[config.mk]
export PLATFORM = sky130hd
export DESIGN_NAME = evt_filter_counter
export DESIGN_NICKNAME = d
export VERILOG_FILES = /design/src/rtl/efc_pkg.sv /design/src/rtl/efc_cfg_regs.sv /design/src/rtl/efc_qualifier.sv /design/src/rtl/efc_accum.sv /design/src/rtl/evt_filter_counter.sv
export SDC_FILE = /design/constraint.sdc
export NUM_CORES = 1
export LEC_CHECK = 0
export BUFFER_PORTS_ARGS = -buffer_cell sky130_fd_sc_hd__buf_2
export CAP_MARGIN = 0
export CORE_MARGIN = 4
export CORE_UTILIZATION = 44
export DETAILED_ROUTE_END_ITERATION = 8
export GPL_ROUTABILITY_DRIVEN = 0
export PLACE_DENSITY = 0.77
export SETUP_SLACK_MARGIN = 0.05
export SYNTH_ARGS = -nofsm -noshare
export SYNTH_HDL_FRONTEND = slang
export SYNTH_HIERARCHICAL = 1
export SYNTH_SLANG_ARGS = --single-unit
[constraint.sdc]
create_clock -name clk -period 3.75 [get_ports clk]
set_input_delay 0.9375 -clock clk [delete_from_list [all_inputs] [get_ports clk]]
set_output_delay 0.9375 -clock clk [all_outputs]
set_load 0.03 [all_outputs]
[src/rtl/efc_pkg.sv]
package efc_pkg;
   localparam int THR_W = 8;

   typedef struct packed {
      logic [THR_W-1:0] thr;
      logic             any_thr;
      logic             edge_on;
      logic             inv;
      logic             krn_en;
      logic             usr_en;
      logic             run;
   } efc_cfg_t;

   localparam int CFG_W = $bits(efc_cfg_t);
endpackage

[src/rtl/efc_cfg_regs.sv]
module efc_cfg_regs
   import efc_pkg::*;
#(
   parameter int AUX_W = 64
) (
   input  logic             clk,
   input  logic             rst_n,
   input  logic             cfg_we,
   input  efc_cfg_t         cfg_wdata,
   output efc_cfg_t         cfg_q,
   input  logic             aux_we,
   input  logic [AUX_W-1:0] aux_wdata,
   output logic [AUX_W-1:0] aux_q,
   output logic             invalid
);
   always_ff @(posedge clk or negedge rst_n) begin
      if (!rst_n) begin
         cfg_q <= '0;
      end else if (cfg_we) begin
         cfg_q <= cfg_wdata;
      end
   end

   always_ff @(posedge clk or negedge rst_n) begin
      if (!rst_n) begin
         aux_q <= '0;
      end else if (aux_we) begin
         aux_q <= aux_wdata;
      end
   end

   always_comb begin
      invalid = cfg_q.edge_on && (cfg_q.thr == '0);
   end

   assert_cfg_load_R1: assert property (@(posedge clk) disable iff (!rst_n)
      cfg_we |=> (cfg_q == $past(cfg_wdata)));
   assert_aux_load_R12: assert property (@(posedge clk) disable iff (!rst_n)
      aux_we |=> (aux_q == $past(aux_wdata)));
   assert_aux_hold_R12: assert property (@(posedge clk) disable iff (!rst_n)
      !aux_we |=> $stable(aux_q));
endmodule

[src/rtl/efc_qualifier.sv]
module efc_qualifier
   import efc_pkg::*;
#(
   parameter int OCC_W         = 4,
   parameter bit ANY_THREAD_EN = 1'b1,
   localparam int DW           = OCC_W + 1
) (
   input  logic             clk,
   input  logic             rst_n,
   input  efc_cfg_t         cfg,
   input  logic [OCC_W-1:0] evt_cnt,
   input  logic [OCC_W-1:0] sib_cnt,
   input  logic [1:0]       priv,
   output logic [DW-1:0]    delta
);
   localparam int CW = (DW > THR_W) ? DW : THR_W;

   logic [DW-1:0] occ_sum;
   logic          thr_zero;
   logic          cond;
   logic          hist_q;
   logic          priv_ok;
   logic [DW-1:0] raw_inc;

   generate
      if (ANY_THREAD_EN) begin : g_any
         always_comb begin
            occ_sum = cfg.any_thr ? (DW'(evt_cnt) + DW'(sib_cnt)) : DW'(evt_cnt);
         end
      end else begin : g_own
         always_comb begin
            occ_sum = DW'(evt_cnt);
         end
      end
   endgenerate

   always_comb begin
      thr_zero = (cfg.thr == '0);
      cond     = (CW'(occ_sum) >= CW'(cfg.thr)) ^ cfg.inv;
      priv_ok  = (priv == 2'd0) ? cfg.krn_en : cfg.usr_en;
      if (thr_zero) begin
         raw_inc = occ_sum;
      end else if (cfg.edge_on) begin
         raw_inc = DW'(cond && !hist_q);
      end else begin
         raw_inc = DW'(cond);
      end
      delta = priv_ok ? raw_inc : '0;
   end

   always_ff @(posedge clk or negedge rst_n) begin
      if (!rst_n) begin
         hist_q <= 1'b0;
      end else begin
         hist_q <= cfg.run ? cond : 1'b0;
      end
   end

   assert_thr_unit_R3: assert property (@(posedge clk) disable iff (!rst_n)
      (cfg.thr != '0) |-> (delta <= DW'(1)));
   assert_edge_norepeat_R5: assert property (@(posedge clk) disable iff (!rst_n)
      (cfg.edge_on && cfg.thr != '0 && $past(cfg.run) && cfg.run && $stable(cfg)
       && $past(delta) != '0) |-> (delta == '0));
   assert_user_gate_R7: assert property (@(posedge clk) disable iff (!rst_n)
      (priv != 2'd0 && !cfg.usr_en) |-> (delta == '0));
   assert_kernel_gate_R8: assert property (@(posedge clk) disable iff (!rst_n)
      (priv == 2'd0 && !cfg.krn_en) |-> (delta == '0));
endmodule

[src/rtl/efc_accum.sv]
module efc_accum #(
   parameter int CNT_W = 48,
   parameter int DW    = 5
) (
   input  logic             clk,
   input  logic             rst_n,
   input  logic             run,
   input  logic [DW-1:0]    delta,
   input  logic             cnt_we,
   input  logic [CNT_W-1:0] cnt_wdata,
   input  logic             ovf_clr,
   output logic [CNT_W-1:0] cnt_q,
   output logic             ovf_q
);
   logic [CNT_W:0] sum_ext;
   logic           wrap;

   always_comb begin
      sum_ext = {1'b0, cnt_q} + (CNT_W+1)'(delta);
      wrap    = run && !cnt_we && sum_ext[CNT_W];
   end

   always_ff @(posedge clk or negedge rst_n) begin
      if (!rst_n) begin
         cnt_q <= '0;
      end else if (cnt_we) begin
         cnt_q <= cnt_wdata;
      end else if (run) begin
         cnt_q <= sum_ext[CNT_W-1:0];
      end
   end

   always_ff @(posedge clk or negedge rst_n) begin
      if (!rst_n) begin
         ovf_q <= 1'b0;
      end else if (wrap) begin
         ovf_q <= 1'b1;
      end else if (ovf_clr) begin
         ovf_q <= 1'b0;
      end
   end

   assert_ovf_sticky_R10: assert property (@(posedge clk) disable iff (!rst_n)
      (ovf_q && !ovf_clr) |=> ovf_q);
   assert_preset_R11: assert property (@(posedge clk) disable iff (!rst_n)
      cnt_we |=> (cnt_q == $past(cnt_wdata)));
   assert_hold_idle_R13: assert property (@(posedge clk) disable iff (!rst_n)
      (!run && !cnt_we) |=> $stable(cnt_q));
endmodule

[src/rtl/evt_filter_counter.sv]
module evt_filter_counter
   import efc_pkg::*;
#(
   parameter int OCC_W         = 4,
   parameter int CNT_W         = 48,
   parameter int AUX_W         = 64,
   parameter bit ANY_THREAD_EN = 1'b1
) (
   input  logic                 clk,
   input  logic                 rst_n,
   input  logic [OCC_W-1:0]     evt_cnt_i,
   input  logic [OCC_W-1:0]     sib_cnt_i,
   input  logic [1:0]           priv_i,
   input  logic                 cfg_we_i,
   input  logic [CFG_W-1:0]     cfg_wdata_i,
   output logic [CFG_W-1:0]     cfg_rdata_o,
   output logic                 cfg_invalid_o,
   input  logic                 cnt_we_i,
   input  logic [CNT_W-1:0]     cnt_wdata_i,
   output logic [CNT_W-1:0]     cnt_rdata_o,
   input  logic                 ovf_clr_i,
   output logic                 ovf_o,
   input  logic                 aux_we_i,
   input  logic [AUX_W-1:0]     aux_wdata_i,
   output logic [AUX_W-1:0]     aux_rdata_o
);
   localparam int DW = OCC_W + 1;

   generate
      if (OCC_W < 1 || OCC_W > 7) begin : g_bad_occ
         $error("OCC_W must lie in 1..7");
      end
      if (CNT_W <= DW || CNT_W > 64) begin : g_bad_cnt
         $error("CNT_W must exceed OCC_W+1 and not exceed 64");
      end
      if (AUX_W < 1) begin : g_bad_aux
         $error("AUX_W must be positive");
      end
   endgenerate

   efc_cfg_t      cfg_q;
   logic [DW-1:0] delta;

   efc_cfg_regs #(.AUX_W(AUX_W)) u_regs (
      .clk       (clk),
      .rst_n     (rst_n),
      .cfg_we    (cfg_we_i),
      .cfg_wdata (efc_cfg_t'(cfg_wdata_i)),
      .cfg_q     (cfg_q),
      .aux_we    (aux_we_i),
      .aux_wdata (aux_wdata_i),
      .aux_q     (aux_rdata_o),
      .invalid   (cfg_invalid_o)
   );

   efc_qualifier #(.OCC_W(OCC_W), .ANY_THREAD_EN(ANY_THREAD_EN)) u_qual (
      .clk     (clk),
      .rst_n   (rst_n),
      .cfg     (cfg_q),
      .evt_cnt (evt_cnt_i),
      .sib_cnt (sib_cnt_i),
      .priv    (priv_i),
      .delta   (delta)
   );

   efc_accum #(.CNT_W(CNT_W), .DW(DW)) u_acc (
      .clk       (clk),
      .rst_n     (rst_n),
      .run       (cfg_q.run),
      .delta     (delta),
      .cnt_we    (cnt_we_i),
      .cnt_wdata (cnt_wdata_i),
      .ovf_clr   (ovf_clr_i),
      .cnt_q     (cnt_rdata_o),
      .ovf_q     (ovf_o)
   );

   always_comb begin
      cfg_rdata_o = cfg_q;
   end

   assert_invalid_flag_R6: assert property (@(posedge clk) disable iff (!rst_n)
      cfg_invalid_o |-> (cfg_q.edge_on && cfg_q.thr == '0));
endmodule

==> flow_metrics.tcl, run 1 <==
set metrics [dict create \
    timing.rr.start "u_regs/cfg_q[5]$_DFFE_PN0P_" \
    postRouteWirelength_um 19370 \
    whs_path_depth 1 \
    timing.max_cap.violations 0 \
    wl_per_cell_um 18.07 \
    overall_track_demand_over_capacity_in_global_routing 0.2336 \
    start_point_of_the_worst_hold_path "u_regs/aux_q[26]$_DFFE_PN0P_" \
    final_cell_area_mm2 0.009301 \
    worst_r2r_path_depth 16 \
    floorplan.die.height_um 128.3 \
    start_kind "input pin" \
    dpl_worst_slack_ns -1.010 \
    fin_total_pwr_w 0.004440 \
    critical_path.slowest_cell "fa_2" \
    synthesis.area_mm2 0.006372 \
    net_total_in_the_final_layout 1035 \
    worstPathBufferInverterCount 3 \
    critPathTopFamily "compound AO/OA/AOI/OAI gates" \
    cts.htree.levels 4 \
    yosys_warnings 6 \
    antenna_violations_before_repair 2 \
    ys.flop_type "dfrtp_1" \
    detailedPlacementHpwl_um 13850 \
    power-per-cell-area_mw_per_mm2 477.3 \
    ir_drop_mv 0.3429 \
    worst-path-max-fanout 6 \
    crit_reg_reg_endpoint "u_acc/cnt_q[16]$_DFFE_PN0P_" \
    clkPwrFrac 0.405 \
    ys_ff_latch 128 \
    final-hold-violation-count 0 \
    max-slew-margin-rel 0.3215 \
    run_status "finished, violations left" \
    synth_cell_types 52 \
    cp.required_ns 4.07 \
    ff2ff_setup_slack_ns 0.15 \
    synthesis.nets 714 \
    cts-buffers-inserted 17 \
    core_area_mm2 0.01404 \
    placement.io_buffers 269 \
    die_width_um 128.3 \
    routed_via_density 5.240 \
    design.portCount 270 \
    synth.cells.most_frequent "128 x dfrtp_1, 83 x mux2_2, 42 x o21ai_0, 41 x nand2_1, 21 x nor2_1" \
    finalSetupTns_ns -21.98 \
    area.sequential_mm2 0.003203 \
    post_synth_inst_count 556 \
    p_int_w 0.003106 \
    drt_iter0_drc 263 \
    worst-endpoint-arrival_ns 4.67 \
    proportion_of_synthesized_chip_area_in_sequential_cells 0.5027 \
    synth_largest_type_area_fraction 0.5027 \
    syn2layout_area_growth_pct 45.97 \
    rsz0062_at_grt "true" \
    grt_first_pass_wirelength_um 30140 \
    switching_power_w 0.001334 \
    tightest_slew_ns 1.018 \
    final.fill_count 1075 \
    synth-edff-count 0 \
    hold_buffers 0 \
    critPathMaxStageDelay_ns 0.38 \
    highest_clock_rate_ghz 0.2302 \
    yosys.cell_count.top_type "dfrtp_1" \
    initial_core_util 0.4538 \
    clock_skew_ns 0.005193 \
    dpl.cell_count 1013 \
    failed_checks "setup timing" \
    path_class "in2reg" \
    holdCritPathClass "reg2reg" \
    multiInputGateArea_mm2 0.003243 \
    number_of_routed_nets_with_antenna_violations 0 \
    p_comb_frac 0.225 \
    worstPathCellList "buf_8, ha_4, a21o_1, a21oi_2, xnor2_1, mux2_4, ha_4, o21a_1, o21ai_2, a221oi_2, xnor2_2, o22ai_2, ha_2, fa_2, a211oi_4, o21ba_4, buf_12, buf_8, nor2_1, xnor2_1, o21ai_0" \
    share_seq_of_total_power 0.370 \
    cts.sink_count 128 \
    final_layout_size_suffix_gt1_frac 0.5517 \
    fin_crit_ns 4.344 \
    die-area_mm2 0.01647 \
    ys_top_cells_by_area "dfrtp_1 50%, mux2_2 15%, o21ai_0 3.3%" \
    remaining_drc_errors 0 \
    globalRouteOverflowTotal 0 \
    clk_transition_reported_paths_ns 0.06 \
    min_period_over_period 1.158 \
    layoutNonFillerInstCount 1072 \
    avgSynthCellArea_um2 11.46 \
    finalMaxSlewViolations 0 \
    post-synth-top-area-cell "dfrtp_1" \
    place_area_mm2 0.008155 \
    cts_tree "done" \
    drt_pre_antenna_iters 4 \
    hold-path-endpoint "u_regs/aux_q[26]$_DFFE_PN0P_" \
    timing.final.setup_violations 47 \
    async_reset_ff_frac 1.000 \
    via_count_of_the_first_global_routing_pass 5925 \
    postLayoutSetupSlackWorst_ns -0.5942 \
    worstSetupEndpointType "flop" \
    static_leakage_nw 4.363 \
    largest_net_degree_at_the_start_of_global_routing 77 \
    rows 43 \
    route.vias.total 5617 \
    clockBufferDepth 2 \
    switching_share 0.3004 \
    clk_root_buffer_cell "clkbuf_16" \
    insertion_delay_ns 0.41 \
]
==> sequential cells by signal, indices dropped and copies added, names as in the netlist <==
register,cells
u_acc/cnt_q,48
u_acc/ovf_q,1
u_qual/hist_q,1
u_regs/aux_q,64
u_regs/cfg_q,14
==> cell usage in the layout (no fill, tap or decap), types with 4 or more instances in the layout <==
cell type,count
buf_2,264
dfrtp_1,128
mux2_2,80
buf_4,42
nand2_1,40
o21ai_1,25
nor2_1,21
buf_6,18
clkbuf_16,17
nand4_1,17
a31oi_1,15
xnor2_1,15
xor2_1,13
inv_1,12
o21ai_0,12
and4_1,10
nand3_1,10
or3_1,10
ha_1,9
and3_1,7
o31ai_1,7
mux2i_1,7
nor2b_1,7
bufinv_16,5
o21ai_2,5
or4_1,5
or4_4,5
nor4_1,5
ha_4,4
==> worst register-to-register path: stages (launching register included) <==
cell and delay [ns]:
dfrtp_1 0.43, mux2_4 0.34, ha_4 0.26, o21a_1 0.14, o21ai_2 0.07, a221oi_2 0.30
xnor2_2 0.17, o22ai_2 0.11, ha_2 0.20, fa_2 0.39, a211oi_4 0.31, o21ba_4 0.20
buf_12 0.12, buf_8 0.13, nor2_1 0.06, xnor2_1 0.12, o21ai_0 0.15
==> cell type report <==
| cell class | instances | area share |
|---|---|---|
| flip-flops and latches | 128 | 0.3444 |
| well taps | 180 | 0.02421 |
| inverters | 14 | 0.005650 |
| clock buffers | 19 | 0.04654 |
| diodes | 2 | 0.0005381 |
| clock inverters | 13 | 0.02260 |
| repair buffers | 329 | 0.2074 |
| multi-input cells | 387 | 0.3487 |
==> metal layers <==
layer | global-route usage | routed length, um
met1 | 0.2683 | 7394
met2 | 0.4070 | 9837
met3 | 0.08095 | 1619
met4 | 0.07865 | 518
met5 | 0 | 0
==> what timing repair did <==
item	in CTS	in global routing
resized for setup	53	34
buffers inserted	19	5
setup endpoints to repair	46	49
pin swaps	31	18
gates cloned	1	0
==> cells by family after synthesis <==
group	Yosys count	share of synthesized area
AND/OR/NAND/NOR	164	0.1514
buffers and inverters	41	0.02847
XOR/XNOR	31	0.04261
multiplexers	90	0.1577
adder cells (fa/ha/maj)	16	0.03377
AO/OA/AOI/OAI	86	0.08345
flip-flops	128	0.5027
==> power by group through the flow <==
stage	logic (W)	clock network (W)	registers, W
CTS	0.000983	0.00183	0.00164
global route	0.00107	0.00190	0.00166
detailed placement	0.000911	0	0.00166
global placement	0.000898	0	0.00165
finish	0.000998	0.00180	0.00164
floorplan	0.000297	0	0.00191
==> per-stage QoR <==
stage                     hold WS [ns]    util
after floorplan                 0.6419       -
after global placement          0.4849  0.5808
after detailed placement        0.4899  0.5808
after CTS                       0.5029  0.6532
after global routing            0.5167  0.6624
final                           0.5011  0.6624
==> how the worst max path moves through the flow <==
stage,startpoint,to,slack [ns],cells after the start
6_report,evt_cnt_i[1],u_acc/cnt_q[16]$_DFFE_PN0P_,-0.59,21
3_3_place_gp,evt_cnt_i[1],u_acc/cnt_q[14]$_DFFE_PN0P_,-0.93,20
4_1_cts,evt_cnt_i[1],u_acc/cnt_q[26]$_DFFE_PN0P_,-0.51,21
5_1_grt,evt_cnt_i[0],u_acc/cnt_q[32]$_DFFE_PN0P_,-0.79,21
3_5_place_dp,evt_cnt_i[1],u_acc/cnt_q[8]$_DFFE_PN0P_,-1.01,20
2_1_floorplan,evt_cnt_i[0],u_acc/cnt_q[28]$_DFFE_PN0P_,-0.70,18
Power figures use the tool's default switching activity.
==> run 2, diff against run 1 <==
--- a/config.mk
+++ b/config.mk
@@ -6,11 +6,13 @@
 export NUM_CORES = 1
 export LEC_CHECK = 0
+export ABC_AREA = 1
 export BUFFER_PORTS_ARGS = -buffer_cell sky130_fd_sc_hd__buf_2
 export CAP_MARGIN = 0
 export CORE_MARGIN = 4
-export CORE_UTILIZATION = 44
+export CORE_UTILIZATION = 47
+export CTS_BUF_LIST = sky130_fd_sc_hd__clkbuf_8
 export DETAILED_ROUTE_END_ITERATION = 8
 export GPL_ROUTABILITY_DRIVEN = 0
-export PLACE_DENSITY = 0.77
+export PLACE_DENSITY = 0.79
 export SETUP_SLACK_MARGIN = 0.05
 export SYNTH_ARGS = -nofsm -noshare
==> constraint.sdc (replaced) <==
create_clock -name clk -period 3.75 [get_ports clk]
set_input_delay 0.9375 -clock clk [delete_from_list [all_inputs] [get_ports clk]]
set_output_delay 0.9375 -clock clk [all_outputs]
set_load 0.02 [all_outputs]
==> run 2 against run 1 <==
  * The flow still finishes with violations (setup timing)
  * Non-clock buffer count down 29
  * Cell count grew 42%
  * First-iteration DRC count is 100% higher
  * Sequential power rose by 3%
  * Die area grew 13%
  * Sequential share of layout area down 2.7 points
  * Global-route usage rose by 0.91 points
  * Core utilization shrank 3.1 points
  * Cell area rose by 8.6%
  * Synthesized cell count grew 81%
  * Maximum frequency up 14%
  * Flip-flop and latch count did not move
  * Critical endpoint unchanged
==> flow_metrics.tcl, run 2 <==
set metrics [dict create \
    run_status "finished, violations left" \
    failed_checks "setup timing" \
    finalSetupTns_ns -0.05541 \
    worstPathBufferInverterCount 4 \
    synth.cells.most_frequent "306 x nand2_1, 141 x inv_1, 128 x dfrtp_1, 85 x nor2_1, 64 x o21ai_2" \
    crit_reg_reg_endpoint "u_acc/cnt_q[16]$_DFFE_PN0P_" \
    synth_largest_type_area_fraction 0.4129 \
    synthesis.nets 1164 \
    design.portCount 270 \
    synth_cell_types 47 \
    overall_track_demand_over_capacity_in_global_routing 0.2427 \
    avgSynthCellArea_um2 7.711 \
    net_total_in_the_final_layout 1451 \
    core_area_mm2 0.01600 \
    route.vias.total 7740 \
    max-slew-margin-rel 0.2874 \
    clockBufferDepth 2 \
    rows 46 \
    clock_skew_ns 0.01099 \
    ys.flop_type "dfrtp_1" \
    detailedPlacementHpwl_um 17490 \
    wl_per_cell_um 15.23 \
    final_layout_size_suffix_gt1_frac 0.3660 \
    critPathMaxStageDelay_ns 0.40 \
    ff2ff_setup_slack_ns 0.44 \
    startpoint_of_the_worst_setup_timing_path "sib_cnt_i[0]" \
    synthesis.area_mm2 0.007757 \
    power-per-cell-area_mw_per_mm2 393.5 \
    rsz0062_at_grt "true" \
    mostFrequentLayoutCell "nand2_1" \
    die_width_um 136.5 \
    proportion_of_synthesized_chip_area_in_sequential_cells 0.4129 \
    ys_ff_latch 128 \
    start_kind "input pin" \
    highest_clock_rate_ghz 0.2635 \
    met3WireLength_um 2275 \
    synth-edff-count 0 \
    cts.htree.levels 4 \
    globalRouteOverflowTotal 0 \
    ir_drop_mv 0.2707 \
    post_synth_inst_count 1006 \
    crit_path_end "u_acc/cnt_q[16]$_DFFE_PN0P_" \
    top_register "u_regs/aux_q" \
    largestRegisters "u_regs/aux_q x64, u_acc/cnt_q x48, u_regs/cfg_q x14" \
    timing.rr.start "u_regs/cfg_q[5]$_DFFE_PN0P_" \
    static_leakage_nw 5.260 \
    die-area_mm2 0.01862 \
    dpl_worst_slack_ns -0.5019 \
    cts-buffers-inserted 17 \
    worstSetupEndpointType "flop" \
    ys_top_cells_by_area "dfrtp_1 41%, nand2_1 15%, o21ai_2 7.2%" \
    floorplan.die.height_um 136.5 \
    tightest_slew_ns 1.068 \
    drt_pre_antenna_iters 6 \
    cp.required_ns 4.08 \
    critical_path.slowest_cell "fa_2" \
    drt_iter0_drc 530 \
    route.top_layer_used "met4" \
    finalMaxSlewViolations 0 \
    routed_via_density 5.082 \
    grt_first_pass_wirelength_um 35490 \
    holdCritPathClass "in2async" \
    largest_net_degree_at_the_start_of_global_routing 57 \
    postLayoutSetupSlackWorst_ns -0.04549 \
    number_of_routed_nets_with_antenna_violations 0 \
    final.fill_count 1447 \
    post-synth-top-area-cell "dfrtp_1" \
    clk_transition_reported_paths_ns 0.09 \
    cts_tree "done" \
    min_period_over_period 1.012 \
    worst_r2r_path_depth 20 \
    yosys.cell_count.top_type "nand2_1" \
    insertion_delay_ns 0.45 \
    initial_core_util 0.4848 \
    syn2layout_area_growth_pct 30.27 \
    largest_register_ff_count 64 \
    path_class "in2reg" \
    worst-path-max-fanout 6 \
    via_count_of_the_first_global_routing_pass 7314 \
    postRouteWirelength_um 23190 \
    placement.io_buffers 269 \
    worst-endpoint-arrival_ns 4.12 \
    wirelength_met1_um 9286 \
    critPathTopFamily "adder cells" \
    final-hold-violation-count 0 \
    final_cell_mix "292 x nand2_1, 265 x buf_2, 138 x inv_1" \
    route.met2.wl_um 10950 \
    yosys_warnings 6 \
    antenna_violations_before_repair 1 \
    clk_root_buffer_cell "clkbuf_8" \
    remaining_drc_errors 0 \
    fin_crit_ns 3.795 \
    cts.sink_count 128 \
    path_depth 27 \
    hold_buffers 0 \
    async_reset_ff_frac 1.000 \
    timing.max_cap.violations 0 \
    timing.final.setup_violations 3 \
]
-- run 2: changes by cell type in the layout (fill, tap and decap cells not counted), moves of 14 or more --
cell / delta
a22oi_1: +38
a31oi_1: -15
buf_4: -14
buf_6: -14
clkbuf_16: -17
clkbuf_8: +17
inv_1: +126
mux2_2: -80
nand2_1: +252
nand3_1: +35
nor2_1: +60
o21ai_2: +63
-- run 2: how the worst min path moves through the flow --
stage | from | endpoint | cells after the start
4_1_cts | rst_n | u_regs/cfg_q[7]$_DFFE_PN0P_ | 1
3_5_place_dp | u_regs/aux_q[1]$_DFFE_PN0P_ | u_regs/aux_q[1]$_DFFE_PN0P_ | 2
5_1_grt | rst_n | u_regs/aux_q[57]$_DFFE_PN0P_ | 1
6_report | rst_n | u_regs/aux_q[60]$_DFFE_PN0P_ | 1
3_3_place_gp | u_regs/aux_q[1]$_DFFE_PN0P_ | u_regs/aux_q[1]$_DFFE_PN0P_ | 2
2_1_floorplan | u_acc/ovf_q$_DFFE_PN0P_ | u_acc/ovf_q$_DFFE_PN0P_ | 2
-- run 2: cell families (layout without fill, tap and decap cells) --
| kind of cell | count (synthesis) | in the layout | synth area share |
|---|---|---|---|
| XOR/XNOR | 20 | 20 | 0.02258 |
| AO/OA/AOI/OAI | 162 | 162 | 0.1524 |
| other | 0 | 1 | 0 |
| multiplexers | 1 | 1 | 0.001290 |
| flip-flops | 128 | 128 | 0.4129 |
| AND/OR/NAND/NOR | 501 | 501 | 0.2753 |
| buffers and inverters | 178 | 478 | 0.1077 |
| adder cells (fa/ha/maj) | 16 | 16 | 0.02774 |
-- run 2: per-stage QoR --
step | total power [W] | util | cell area (um^2) | cells | hold slack (ns)
after CTS | 0.003961 | 0.6132 | 9812 | 1514 | 0.4049
after global routing | 0.004184 | 0.6316 | 10110 | 1523 | 0.4223
after floorplan | 0.002258 | - | 7818 | 1006 | 0.5982
after detailed placement | 0.002642 | 0.5859 | 9375 | 1482 | 0.4938
after global placement | 0.002621 | 0.5859 | 9375 | 1482 | 0.4907
final | 0.003977 | 0.6316 | 10110 | 1523 | 0.4097
-- run 2: cell type report --
class                           count  area (um^2)  area share
Tap cell                          216        270.3     0.02674
Inverter                          146        558.0     0.05522
Clock buffer                       17        234.0     0.02315
Sequential cell                   128         3203      0.3170
Antenna cell                        1        2.502   0.0002476
Timing Repair Buffer              300         1642      0.1624
Multi-Input combinational cell    700         3999      0.3957
Clock inverter                     15        197.7     0.01956
-- run 2: power breakdown --
part | internal (W) | leakage [nW] | switching (W)
Combinational | 0.000360 | 3.49 | 0.000612
Clock | 0.000680 | 0.212 | 0.000638
Sequential | 0.00152 | 1.56 | 0.000169
-- run 2: metal layers --
metal	GRT usage	vias to the layer above
li1	-	3793
met1	0.3112	3548
met2	0.3861	349
met3	0.07624	50
met4	0.08847	0
met5	0	-
-- run 2: what timing repair did --
| action | CTS | global route |
|---|---|---|
| setup buffers | 0 | 9 |
| endpoints found under the setup margin | 12 | 42 |
| resized for setup | 2 | 51 |
| pin swaps | 5 | 28 |
